**src/rtl/wrr_pkg.sv**
```systemverilog
package wrr_pkg;
  parameter int ADDR_W = 16;
  parameter int DATA_W = 16;
  localparam int ENTRY_W = ADDR_W + DATA_W;

  typedef struct packed {
    logic [ADDR_W-1:0] addr;
    logic [DATA_W-1:0] data;
  } entry_t;

  function automatic entry_t pack_entry(input logic [ADDR_W-1:0] a, input logic [DATA_W-1:0] d);
    entry_t e;
    e.addr = a;
    e.data = d;
    return e;
  endfunction

  // true when ptr designates the final stored entry of a log holding cnt entries
  function automatic logic is_final(input int unsigned ptr, input int unsigned cnt);
    return (ptr + 1) >= cnt;
  endfunction

  typedef enum logic [1:0] {SQ_IDLE, SQ_FETCH, SQ_SHOW, SQ_FIN} seq_state_t;
endpackage

```
**src/rtl/wrr_log_mem.sv**
```systemverilog
module wrr_log_mem #(
  parameter int WIDTH = 32,
  parameter int DEPTH = 16,
  localparam int AW = (DEPTH > 1) ? $clog2(DEPTH) : 1
) (
  input  logic             clk,
  input  logic             we,
  input  logic [AW-1:0]    waddr,
  input  logic [WIDTH-1:0] wdata,
  input  logic             re,
  input  logic [AW-1:0]    raddr,
  output logic [WIDTH-1:0] rdata
);
  logic [WIDTH-1:0] store [DEPTH];

  always_ff @(posedge clk) begin
    if (we) store[waddr] <= wdata;
    if (re) rdata <= store[raddr];
  end
endmodule

```
**src/rtl/wrr_capture.sv**
```systemverilog
module wrr_capture
  import wrr_pkg::*;
#(
  parameter int DEPTH = 16,
  localparam int AW = (DEPTH > 1) ? $clog2(DEPTH) : 1,
  localparam int CW = $clog2(DEPTH + 1)
) (
  input  logic              clk,
  input  logic              rst_n,
  input  logic              cap_valid,
  input  logic [ADDR_W-1:0] cap_addr,
  input  logic [DATA_W-1:0] cap_data,
  input  logic              clear,
  input  logic              busy,
  output logic              mem_we,
  output logic [AW-1:0]     mem_waddr,
  output entry_t            mem_wdata,
  output logic [CW-1:0]     count,
  output logic              overflow
);
  logic full, clr_eff, cap_take, cap_accept, cap_drop;

  assign full       = (count == CW'(DEPTH));
  assign clr_eff    = clear && !busy;
  assign cap_take   = cap_valid && !busy && !clear;
  assign cap_accept = cap_take && !full;
  assign cap_drop   = cap_take && full;

  assign mem_we    = cap_accept;
  assign mem_waddr = AW'(count);
  assign mem_wdata = pack_entry(cap_addr, cap_data);

  always_ff @(posedge clk) begin
    if (!rst_n) begin
      count    <= '0;
      overflow <= 1'b0;
    end else if (clr_eff) begin
      count    <= '0;
      overflow <= 1'b0;
    end else begin
      if (cap_accept) count <= count + 1'b1;
      if (cap_drop) overflow <= 1'b1;
    end
  end

  a_r1_count_step: assert property (@(posedge clk) disable iff (!rst_n)
    cap_accept |=> count == $past(count) + 1'b1);
  a_r2_count_bound: assert property (@(posedge clk) disable iff (!rst_n)
    count <= CW'(DEPTH));
  a_r2_overflow_sticky: assert property (@(posedge clk) disable iff (!rst_n)
    (overflow && !clr_eff) |=> overflow);
  a_r8_clear_zero: assert property (@(posedge clk) disable iff (!rst_n)
    clr_eff |=> (count == '0) && !overflow);
  a_r9_busy_freeze: assert property (@(posedge clk) disable iff (!rst_n)
    busy |=> $stable(count));
endmodule

```
**src/rtl/wrr_sequencer.sv**
```systemverilog
module wrr_sequencer
  import wrr_pkg::*;
#(
  parameter int DEPTH   = 16,
  parameter int DEVICES = 3,
  localparam int AW = (DEPTH > 1) ? $clog2(DEPTH) : 1,
  localparam int CW = $clog2(DEPTH + 1),
  localparam int DW = (DEVICES > 1) ? $clog2(DEVICES) : 1
) (
  input  logic          clk,
  input  logic          rst_n,
  input  logic          start,
  input  logic [CW-1:0] count,
  output logic          rd_en,
  output logic [AW-1:0] rd_ptr,
  output logic          rep_valid,
  input  logic          rep_ready,
  output logic [DW-1:0] rep_dev,
  output logic          busy,
  output logic          done
);
  seq_state_t state;
  logic start_go, entry_accept, last_entry, last_dev, last_accept;

  assign start_go     = start && (state == SQ_IDLE);
  assign entry_accept = (state == SQ_SHOW) && rep_ready;
  assign last_entry   = is_final(int'(rd_ptr), int'(count));
  assign last_dev     = (rep_dev == DW'(DEVICES - 1));
  assign last_accept  = entry_accept && last_entry && last_dev;

  assign rd_en     = (state == SQ_FETCH);
  assign rep_valid = (state == SQ_SHOW);
  assign busy      = (state != SQ_IDLE);
  assign done      = (state == SQ_FIN);

  always_ff @(posedge clk) begin
    if (!rst_n) begin
      state   <= SQ_IDLE;
      rd_ptr  <= '0;
      rep_dev <= '0;
    end else begin
      unique case (state)
        SQ_IDLE: if (start_go) begin
          rd_ptr  <= '0;
          rep_dev <= '0;
          state   <= (count == '0) ? SQ_FIN : SQ_FETCH;
        end
        SQ_FETCH: state <= SQ_SHOW;
        SQ_SHOW: if (entry_accept) begin
          if (!last_entry) begin
            rd_ptr <= rd_ptr + 1'b1;
            state  <= SQ_FETCH;
          end else if (!last_dev) begin
            rd_ptr  <= '0;
            rep_dev <= rep_dev + 1'b1;
            state   <= SQ_FETCH;
          end else begin
            state <= SQ_FIN;
          end
        end
        SQ_FIN: state <= SQ_IDLE;
        default: state <= SQ_IDLE;
      endcase
    end
  end

  a_r4_hold_stable: assert property (@(posedge clk) disable iff (!rst_n)
    (rep_valid && !rep_ready) |=> rep_valid && $stable(rep_dev) && $stable(rd_ptr));
  a_r5_done_pulse: assert property (@(posedge clk) disable iff (!rst_n)
    done |=> !done && !busy);
  a_r5_done_after_last: assert property (@(posedge clk) disable iff (!rst_n)
    last_accept |=> done);
  a_r6_busy_hold: assert property (@(posedge clk) disable iff (!rst_n)
    (busy && !done) |=> busy);
  a_r3_dev_range: assert property (@(posedge clk) disable iff (!rst_n)
    rep_valid |-> (rep_dev < DW'(DEVICES)));
  a_r10_empty_no_valid: assert property (@(posedge clk) disable iff (!rst_n)
    (start_go && count == '0) |=> done && !rep_valid);
endmodule

```
**src/rtl/wrr_top.sv**
```systemverilog
module wrr_top
  import wrr_pkg::*;
#(
  parameter int DEPTH   = 16,
  parameter int DEVICES = 3,
  localparam int AW = (DEPTH > 1) ? $clog2(DEPTH) : 1,
  localparam int CW = $clog2(DEPTH + 1),
  localparam int DW = (DEVICES > 1) ? $clog2(DEVICES) : 1
) (
  input  logic              clk,
  input  logic              rst_n,
  input  logic              cap_valid,
  input  logic [ADDR_W-1:0] cap_addr,
  input  logic [DATA_W-1:0] cap_data,
  input  logic              clear,
  input  logic              start,
  output logic              rep_valid,
  input  logic              rep_ready,
  output logic [DW-1:0]     rep_dev,
  output logic [ADDR_W-1:0] rep_addr,
  output logic [DATA_W-1:0] rep_data,
  output logic              busy,
  output logic              done,
  output logic              overflow,
  output logic [CW-1:0]     entry_count
);
  logic          mem_we, mem_re;
  logic [AW-1:0] mem_waddr, mem_raddr;
  entry_t        mem_wdata, mem_rdata;

  wrr_capture #(.DEPTH(DEPTH)) u_capture (
    .clk(clk), .rst_n(rst_n), .cap_valid(cap_valid), .cap_addr(cap_addr),
    .cap_data(cap_data), .clear(clear), .busy(busy), .mem_we(mem_we),
    .mem_waddr(mem_waddr), .mem_wdata(mem_wdata), .count(entry_count),
    .overflow(overflow)
  );

  wrr_log_mem #(.WIDTH(ENTRY_W), .DEPTH(DEPTH)) u_mem (
    .clk(clk), .we(mem_we), .waddr(mem_waddr), .wdata(mem_wdata),
    .re(mem_re), .raddr(mem_raddr), .rdata(mem_rdata)
  );

  wrr_sequencer #(.DEPTH(DEPTH), .DEVICES(DEVICES)) u_seq (
    .clk(clk), .rst_n(rst_n), .start(start), .count(entry_count),
    .rd_en(mem_re), .rd_ptr(mem_raddr), .rep_valid(rep_valid),
    .rep_ready(rep_ready), .rep_dev(rep_dev), .busy(busy), .done(done)
  );

  assign rep_addr = mem_rdata.addr;
  assign rep_data = mem_rdata.data;

  a_r4_payload_stable: assert property (@(posedge clk) disable iff (!rst_n)
    (rep_valid && !rep_ready) |=> $stable(rep_addr) && $stable(rep_data));
  a_r9_no_write_busy: assert property (@(posedge clk) disable iff (!rst_n)
    busy |-> !mem_we);
endmodule

```
**config.mk**
```make
export PLATFORM = sky130hd
export DESIGN_NAME = wrr_top
export DESIGN_NICKNAME = d
export VERILOG_FILES = /design/src/rtl/wrr_pkg.sv /design/src/rtl/wrr_log_mem.sv /design/src/rtl/wrr_capture.sv /design/src/rtl/wrr_sequencer.sv /design/src/rtl/wrr_top.sv
export SDC_FILE = /design/constraint.sdc
export NUM_CORES = 1
export LEC_CHECK = 0
export BUFFER_PORTS_ARGS = -buffer_cell sky130_fd_sc_hd__buf_4
export CORE_ASPECT_RATIO = 0.8
export CORE_MARGIN = 4
export CORE_UTILIZATION = 58
export CTS_CLUSTER_DIAMETER = 100
export DETAILED_ROUTE_END_ITERATION = 8
export PLACE_DENSITY_LB_ADDON = 0.3
export SYNTH_ARGS = -nofsm -noshare
export SYNTH_HDL_FRONTEND = slang
export SYNTH_HIERARCHICAL = 1
export SYNTH_SLANG_ARGS = --single-unit
```
**constraint.sdc**
```tcl
create_clock -name clk -period 6.2 [get_ports clk]
set_clock_uncertainty 0.1 [all_clocks]
set_input_delay 0.31 -clock clk [delete_from_list [all_inputs] [get_ports clk]]
set_output_delay 0.31 -clock clk [all_outputs]
set_load 0.005 [all_outputs]
```
==> impl_results.md, run 1 <==
* Crit path DAT at 3580 ps
* CP delay by family, top: simple AND/OR/NAND/NOR gates
* CTS max path bufs at 3
* Met3 global-route usage at around 3.7%
* Final ANT Viol Nets at 0
* #FFs+latches synth at approximately 560
* Post-Synth Simple-Gate Area at under 10%
* Root buffer cell: clkbuf_16
* Dpl cell area at 22320 sq um
* Crit Path Class: register to register
* XOR/XNOR share of the synthesized area at less than 1%
* Library cells used by synthesis at 47
* Ys async rst share at 0%
* CTS buffer count at 51
* Syn Nets at around 1000
* Unrepaired setup endpoints after global routing: no
* Critical path data required time at about 6300 ps
* Via count at a little under 10000
* Mapped cell area at around 21000 sq um
* Largest net degree at the start of global routing at between 100 and 150
* Post-Synth Adder-Cell Area at 0.5277%
* Reg2reg path depth at 6
* Post-CTS Setup Inserts at 0
* Site Rows at 62
* Main combinational cell family by area after synthesis: multiplexers
* GR Util met2 at 32.85%
* Area grow syn2layout at 13.56%
* Hold Path Class: primary input to register
* Max-cap viol count at 0
* Max H-tree Level at 2
* Synth Area in Compound Gates at 2.903%
* DRT Wirelength at a little over 40000 um
* Mapped Cells at around 980
* Skew-Pair Late Insertion Delay at about 570 ps
* Leakage at between 0.007 and 0.008 uW
* Sequential fraction of the synthesis area at roughly 78%
* Post-synth EDFFs at between 500 and 600
* Post-synthesis mux area share at ~14%
* Total die area at 39940 sq um
* Crit Path Max Fanout at 32
* Final Wtd Congestion at roughly 0.73
* Hpwl dp at about 22000 um
* Hold Path End: u_seq/rep_dev[1]$_SDFFE_PN0P_
* Reg2reg setup slack at roughly 2700 ps
* Post-CTS Resized at 0
* Layout Cells excl Fill at about 1600
* Count of pins over their slew limit at 0
* TritonRoute pass-1 iters at 5
* GRT Overall Usage at around a fifth
* Synth top area cells: edfxtp_1, mux4_2, a22oi_1, buf_4, dfxtp_1
* Worst flop-to-flop path startpoint: u_capture/count[0]$_SDFFE_PP0P_
* Post-route setup slack at ~2700 ps
* Critical-path top delay cell: nor2_4
* Initial antenna violation count at 0
* Worst Tran Pin Value at 1356 ps
* Die Wd at approximately 220 um
* Worst slack at placement at approximately 2700 ps
* Setup-failing EPs final at 0
* Wire length per cell at 25.44 um
* Nets at 1127
* Vias in the first global route at about 10000
* Drt initial violations at 904
* Period Utilization, post-route at a little under three fifths
* PD cells at about 300 nW/um^2
* Clk sink count at around 560
* Crit-path cells: inv_1, ha_1, and4bb_2, nor2b_4, nand3b_1, nor2_4
* Yosys top cell area share at 76.56%
* Syn. warnings at 6
* Global-route wire length before repair at 62620 um
* Initial core utilization at 59.15%
* Count of final hold-check violations at 0
* Fin Setup TNS at 0 ps
* Minimum clock period at ~3500 ps
* Core area at 36070 sq um
* Share of post-route cells with drive strength above 1 at ~29%
* FMAX at 284.6 MHz
* Worst setup EP type: register
* Fill count at 2255
* Worst Path Buf+Inv at 1
* Crit start category: register
* Slowest cell delay on critical path at roughly 1200 ps
* Worst hold slack at around 92 ps
* CTS tree: done
* Dominant cell type by area after synthesis: edfxtp_1
* Post-synth top flop: edfxtp_1
* Worst hold stages at 5
* Avg Cell Area, Syn at 21.84 sq um
* GRT busiest layer: met2
* Reg-to-reg endpoint: u_mem/store[10][11]$_DFFE_PP_
* Placed cells at 1470
* Outcome: finished, final reports clean
* Hold wc startpoint: rep_ready
* Drt drc at 0
* DR vias/cell at roughly 6.2
* Number of port buffers at 80
* Worst-path clk slew at approximately 60 ps
* Max-slew headroom at the worst pin at a little under a tenth
* Ports at 81
* Met1 Resource Use GR at 30.50%
* Cell area after layout at around 24000 sq um
* N_diodes at 0
* Gr ovfl total at 0
* DIE HEIGHT at around 180 um
* Peak VDD IR at about 0.24 mV
## cells by family after synthesis
family / count (synthesis)
DFF: 558
muxes: 134
and+or+nand+nor: 100
buffers and inverters: 89
AOI/OAI and AO/OA: 85
adders and majority gates: 9
xor gates and xnor gates: 2
## cell type report
type / instances / area, sq um / share of cell area (%)
Clock inverter: 25 / 170.2 / 0.7022
Multi-Input combinational cell: 330 / 4344 / 17.93
Timing Repair Buffer: 131 / 1089 / 4.492
Clock buffer: 66 / 1375 / 5.675
Tap cell: 480 / 600.6 / 2.478
Inverter: 8 / 30.03 / 0.1239
Sequential cell: 558 / 16620 / 68.60
## worst reg2reg max path: stages, from the launching register on
cell      delay [ps]
dfxtp_1          670
inv_1            130
ha_1             220
and4bb_2         260
nor2b_4          200
nand3b_1         350
nor2_4          1150
## where the power goes
part           total, uW  switching [uW]  internal [uW]
logic                185             109           75.9
registers           4180            10.9           4170
clock network       2910            1270           1640
total               7270            1390           5880
## synth_stat cells, drive strengths merged, types with 2 or more instances
master and count:
buf 64, mux4 128, nor2 17, o21a 3, and2 2, nand2 39, ha 9, a22oi 64
nor3 5, or2 2, inv 8, dfxtp 14, clkbuf 17, nor2b 5, nand4 2, edfxtp 544
a21oi 5, o21ai 4, a22o 2, o22ai 2, nand3 10, mux2i 5, nand3b 4, nand2b 4
## timing repair
item | 4_1_cts | 5_1_grt
hold buffers | 37 | 0
setup endpoints to repair | 0 | 0
endpoints found under the hold margin | 522 | 0
## flip-flops by register name, indices dropped and copies added (netlist names)
signal              cells
u_mem/store           512
u_mem/rdata            32
u_capture/count         5
u_seq/rd_ptr            4
u_seq/rep_dev           2
u_seq/state             2
u_capture/overflow      1
## layout by cell type, fill, tap and decap left out, types with 7 or more instances in the layout
cell           count
nand2_1           39
dfxtp_1           12
buf_4             93
dlygate4sd3_1     37
edfxtp_1         544
clkbuf_1          13
mux4_2           128
clkinv_1          12
nor2_4            13
clkbuf_16         53
nand3_1           10
a22oi_1           64
ha_1               9
inv_1              8
clkinv_2           7
## how the worst max path moves through the flow
| stage | depth (start not counted) | slack, ps | start | end |
|---|---|---|---|---|
| after floorplan | 5 | 1730 | u_seq/state[0]$_SDFFE_PN0P_ | u_mem/store[0][0]$_DFFE_PP_ |
| after global placement | 6 | 2890 | u_capture/count[0]$_SDFFE_PP0P_ | u_mem/store[3][15]$_DFFE_PP_ |
| after detailed placement | 6 | 2690 | u_capture/count[0]$_SDFFE_PP0P_ | u_mem/store[10][15]$_DFFE_PP_ |
| after CTS | 6 | 2700 | u_capture/count[0]$_SDFFE_PP0P_ | u_mem/store[10][11]$_DFFE_PP_ |
| after global routing | 6 | 2530 | u_capture/count[0]$_SDFFE_PP0P_ | u_mem/store[10][11]$_DFFE_PP_ |
| final | 6 | 2690 | u_capture/count[0]$_SDFFE_PP0P_ | u_mem/store[10][11]$_DFFE_PP_ |
## metrics by stage
| stage | total power [uW] | utilization [%] |
|---|---|---|
| floorplan | 4349 | - |
| global placement | 4413 | 61.87 |
| detailed placement | 4422 | 61.87 |
| CTS | 7348 | 67.18 |
| global route | 7530 | 67.18 |
| finish | 7274 | 67.18 |
## layer usage
| metal | part of all wire, % | wire (um) |
|---|---|---|
| met1 | 43 | 17300 |
| met2 | 50 | 20200 |
| met3 | 6.5 | 2642 |
| met4 | 1.3 | 517 |
| met5 | 0 | 0 |
Note: power is estimated with default switching activity, not from simulation.
==> run 2: changes to the inputs <==
--- a/config.mk
+++ b/config.mk
@@ -8,7 +8,7 @@
 export BUFFER_PORTS_ARGS = -buffer_cell sky130_fd_sc_hd__buf_4
 export CORE_ASPECT_RATIO = 0.8
 export CORE_MARGIN = 4
-export CORE_UTILIZATION = 58
+export CORE_UTILIZATION = 55
 export CTS_CLUSTER_DIAMETER = 100
 export DETAILED_ROUTE_END_ITERATION = 8
 export PLACE_DENSITY_LB_ADDON = 0.3
==> constraint.sdc (replaced) <==
create_clock -name clk -period 3.2 [get_ports clk]
set_clock_uncertainty 0.1 [all_clocks]
set_input_delay 0.16 -clock clk [delete_from_list [all_inputs] [get_ports clk]]
set_output_delay 0.16 -clock clk [all_outputs]
set_load 0.005 [all_outputs]
==> run 2 against run 1 <==
  * Register-to-register slack got worse by 2300 ps
  * Sequential power increased by 94%
  * Maximum frequency increased by 27%
  * Clock power increased by 110%
  * Die area increased by 5.2%
  * Sequential share of layout area decreased by 1.5 points
  * Setup slack got worse by 2300 ps
  * Clock-buffer cell count decreased by 3
  * Largest cell class unchanged
  * Highest routed layer unchanged
==> impl_results.md, run 2 (same netlist as run 1, synthesis figures left out) <==
* Most common cell after layout, fill and taps aside: edfxtp_1 (unchanged)
* PD cells at 591.2 nW/um^2 (was 300.2 nW/um^2)
* Global-route wire length before repair at 66650 um (was 62620 um)
* Worst setup EP type: register (unchanged)
* Ports at 81 (unchanged)
* DIE HEIGHT at 184.2 um (was 179.6 um)
* Drt initial violations at 965 (was 904)
* Count of final hold-check violations at 0 (unchanged)
* Vias in the first global route at 10390 (was 10270)
* Peak VDD IR at 0.4739 mV (was 0.2386 mV)
* Minimum clock period at 2776 ps (was 3513 ps)
* Total die area at 42030 sq um (was 39940 sq um)
* Crit-path cells: buf_12, nand3_1, xnor2_1, ha_1, a21oi_1, o21ai_0, nand3_1, a21oi_1, dlygate4sd3_1 (was inv_1, ha_1, and4bb_2, nor2b_4, nand3b_1, nor2_4)
* Crit start category: register (unchanged)
* Worst Path Buf+Inv at 2 (was 1)
* Leakage at 0.007815 uW (was 0.007578 uW)
* Number of port buffers at 80 (unchanged)
* Top reg by flops: u_mem/store (unchanged)
* Setup-failing EPs final at 0 (unchanged)
* TritonRoute pass-1 iters at 5 (unchanged)
* Hold-fix buffers, CTS at 40 (was 37)
* Post-route setup slack at 423.9 ps (was 2687 ps)
* Worst slack at placement at 357.9 ps (was 2688 ps)
* Crit Path Class: register to register (unchanged)
* Fill count at 2473 (was 2255)
* Critical-path top delay cell: dlygate4sd3_1 (was nor2_4)
* Crit path DAT at 3140 ps (was 3580 ps)
* DRT Wirelength at 43490 um (was 40660 um)
* Hpwl dp at 23790 um (was 22490 um)
* Clk sink count at 558 (unchanged)
* Initial antenna violation count at 1 (was 0)
* Worst hold slack at 333.3 ps (was 92.45 ps)
* Fin Setup TNS at 0 ps (unchanged)
* Max-cap viol count at 0 (unchanged)
* Largest net degree at the start of global routing at 130 (was 105)
* FMAX at 360.2 MHz (was 284.6 MHz)
* Worst Tran Pin Value at 802.9 ps (was 1356 ps)
* Post-CTS Resized at 0 (unchanged)
* CTS tree: done (unchanged)
* Wire length per cell at 26.47 um (was 25.44 um)
* Skew-Pair Late Insertion Delay at 570 ps (about the same)
* Core area at 38280 sq um (was 36070 sq um)
* Hold Path Class: primary input to register (unchanged)
* Outcome: finished, final reports clean (unchanged)
* Worst-path clk slew at 60 ps (about the same)
* Site Rows at 64 (was 62)
* Final Wtd Congestion at 0.7184 (was 0.7327)
* Slowest cell delay on critical path at 560 ps (was 1150 ps)
* Area grow syn2layout at 16.08% (was 13.56%)
* Most frequent cells in the layout: edfxtp_1, mux4_2, buf_4 (unchanged)
* Nets at 1153 (was 1127)
* CTS buffer count at 53 (was 51)
* Crit Path Max Fanout at 55 (was 32)
* Gr ovfl total at 0 (unchanged)
* Via count at 9972 (was 9868)
* Max reg flops at 512 (unchanged)
* Final ANT Viol Nets at 0 (unchanged)
* Root buffer cell: clkbuf_16 (unchanged)
* Drt drc at 0 (unchanged)
* Post-CTS Setup Inserts at 0 (unchanged)
* Count of pins over their slew limit at 0 (unchanged)
* GRT Overall Usage at 21.10% (was 20.44%)
* CTS max path bufs at 3 (unchanged)
* Placed cells at 1506 (was 1470)
* Share of post-route cells with drive strength above 1 at 30.51% (was 28.53%)
* DR vias/cell at 6.069 (was 6.175)
* CP delay by family, top: buffers and inverters (was simple AND/OR/NAND/NOR gates)
* Period Utilization, post-route at 86.75% (was 56.67%)
* Unrepaired setup endpoints after global routing: no (unchanged)
* Die Wd at 228.2 um (was 222.4 um)
* Max-slew headroom at the worst pin at 46.47% (was 9.368%)
* Initial core utilization at 55.75% (was 59.15%)
* Critical path data required time at 3560 ps (was 6270 ps)
* Max H-tree Level at 2 (unchanged)
* Largest regs: u_mem/store x512, u_mem/rdata x32, u_capture/count x5 (unchanged)
* Layout Cells excl Fill at 1643 (was 1598)
## run 2: changes by cell type in the layout (fill, tap and decap cells not counted), moves of 2 or more
cell,delta
bufinv_16,+4
buf_12,+11
inv_6,+2
clkbuf_1,-4
nor3_4,+4
dlygate4sd3_1,+3
nor3_2,-4
clkinvlp_4,-3
buf_4,+10
clkinv_2,+4
## run 2: per-layer routing
| layer | track usage (%) | routed length, um |
|---|---|---|
| met5 | 0 | 0 |
| met3 | 3.909 | 2830 |
| met1 | 31.86 | 19170 |
| met2 | 33.17 | 20800 |
| met4 | 4.553 | 687 |
## run 2: through the flow
step	utilization, %	area, sq um	power (uW)
3_5_place_dp	59.19	22660	8582
5_1_grt	64.71	24770	15150
6_report	64.71	24770	14640
3_3_place_gp	59.19	22660	8568
2_1_floorplan	-	21380	8427
4_1_cts	64.71	24770	14760
## run 2: power by group
group          switching (uW)  internal [uW]
Combinational             223            154
Sequential               17.2           8070
Clock                    2610           3570
## run 2: worst paths after layout
path | start | end | slack [ps] | cells after the start
max | u_seq/rd_ptr[0]$_SDFFE_PN0P_ | u_seq/state[1]$_SDFFE_PN0P_ | 420 | 9
min | cap_addr[2] | u_mem/store[9][18]$_DFFE_PP_ | 330 | 2
max reg2reg | u_seq/rd_ptr[0]$_SDFFE_PN0P_ | u_seq/state[1]$_SDFFE_PN0P_ | 420 | 9
min reg2reg | u_capture/overflow$_SDFFE_PP0P_ | u_capture/overflow$_SDFFE_PP0P_ | 390 | 2
## run 2: final cells by class
type | instances | area (sq um) | area share, %
diodes | 1 | 2.502 | 0.01010
clock inverters | 33 | 326.6 | 1.318
well taps | 495 | 619.3 | 2.500
multi-input cells | 330 | 4369 | 17.64
inverters | 8 | 30.03 | 0.1212
flip-flops and latches | 558 | 16620 | 67.11
clock buffers | 63 | 1385 | 5.592
repair buffers | 155 | 1414 | 5.708
## run 2: worst reg2reg max path, delay by kind of cell (launching register included)
family          cells  cell delay, ps
buf+inv             2             930
simple gates        2             330
compound gates      3             520
fa+ha+maj           1             200
xor+xnor            1             180
flops               1             400
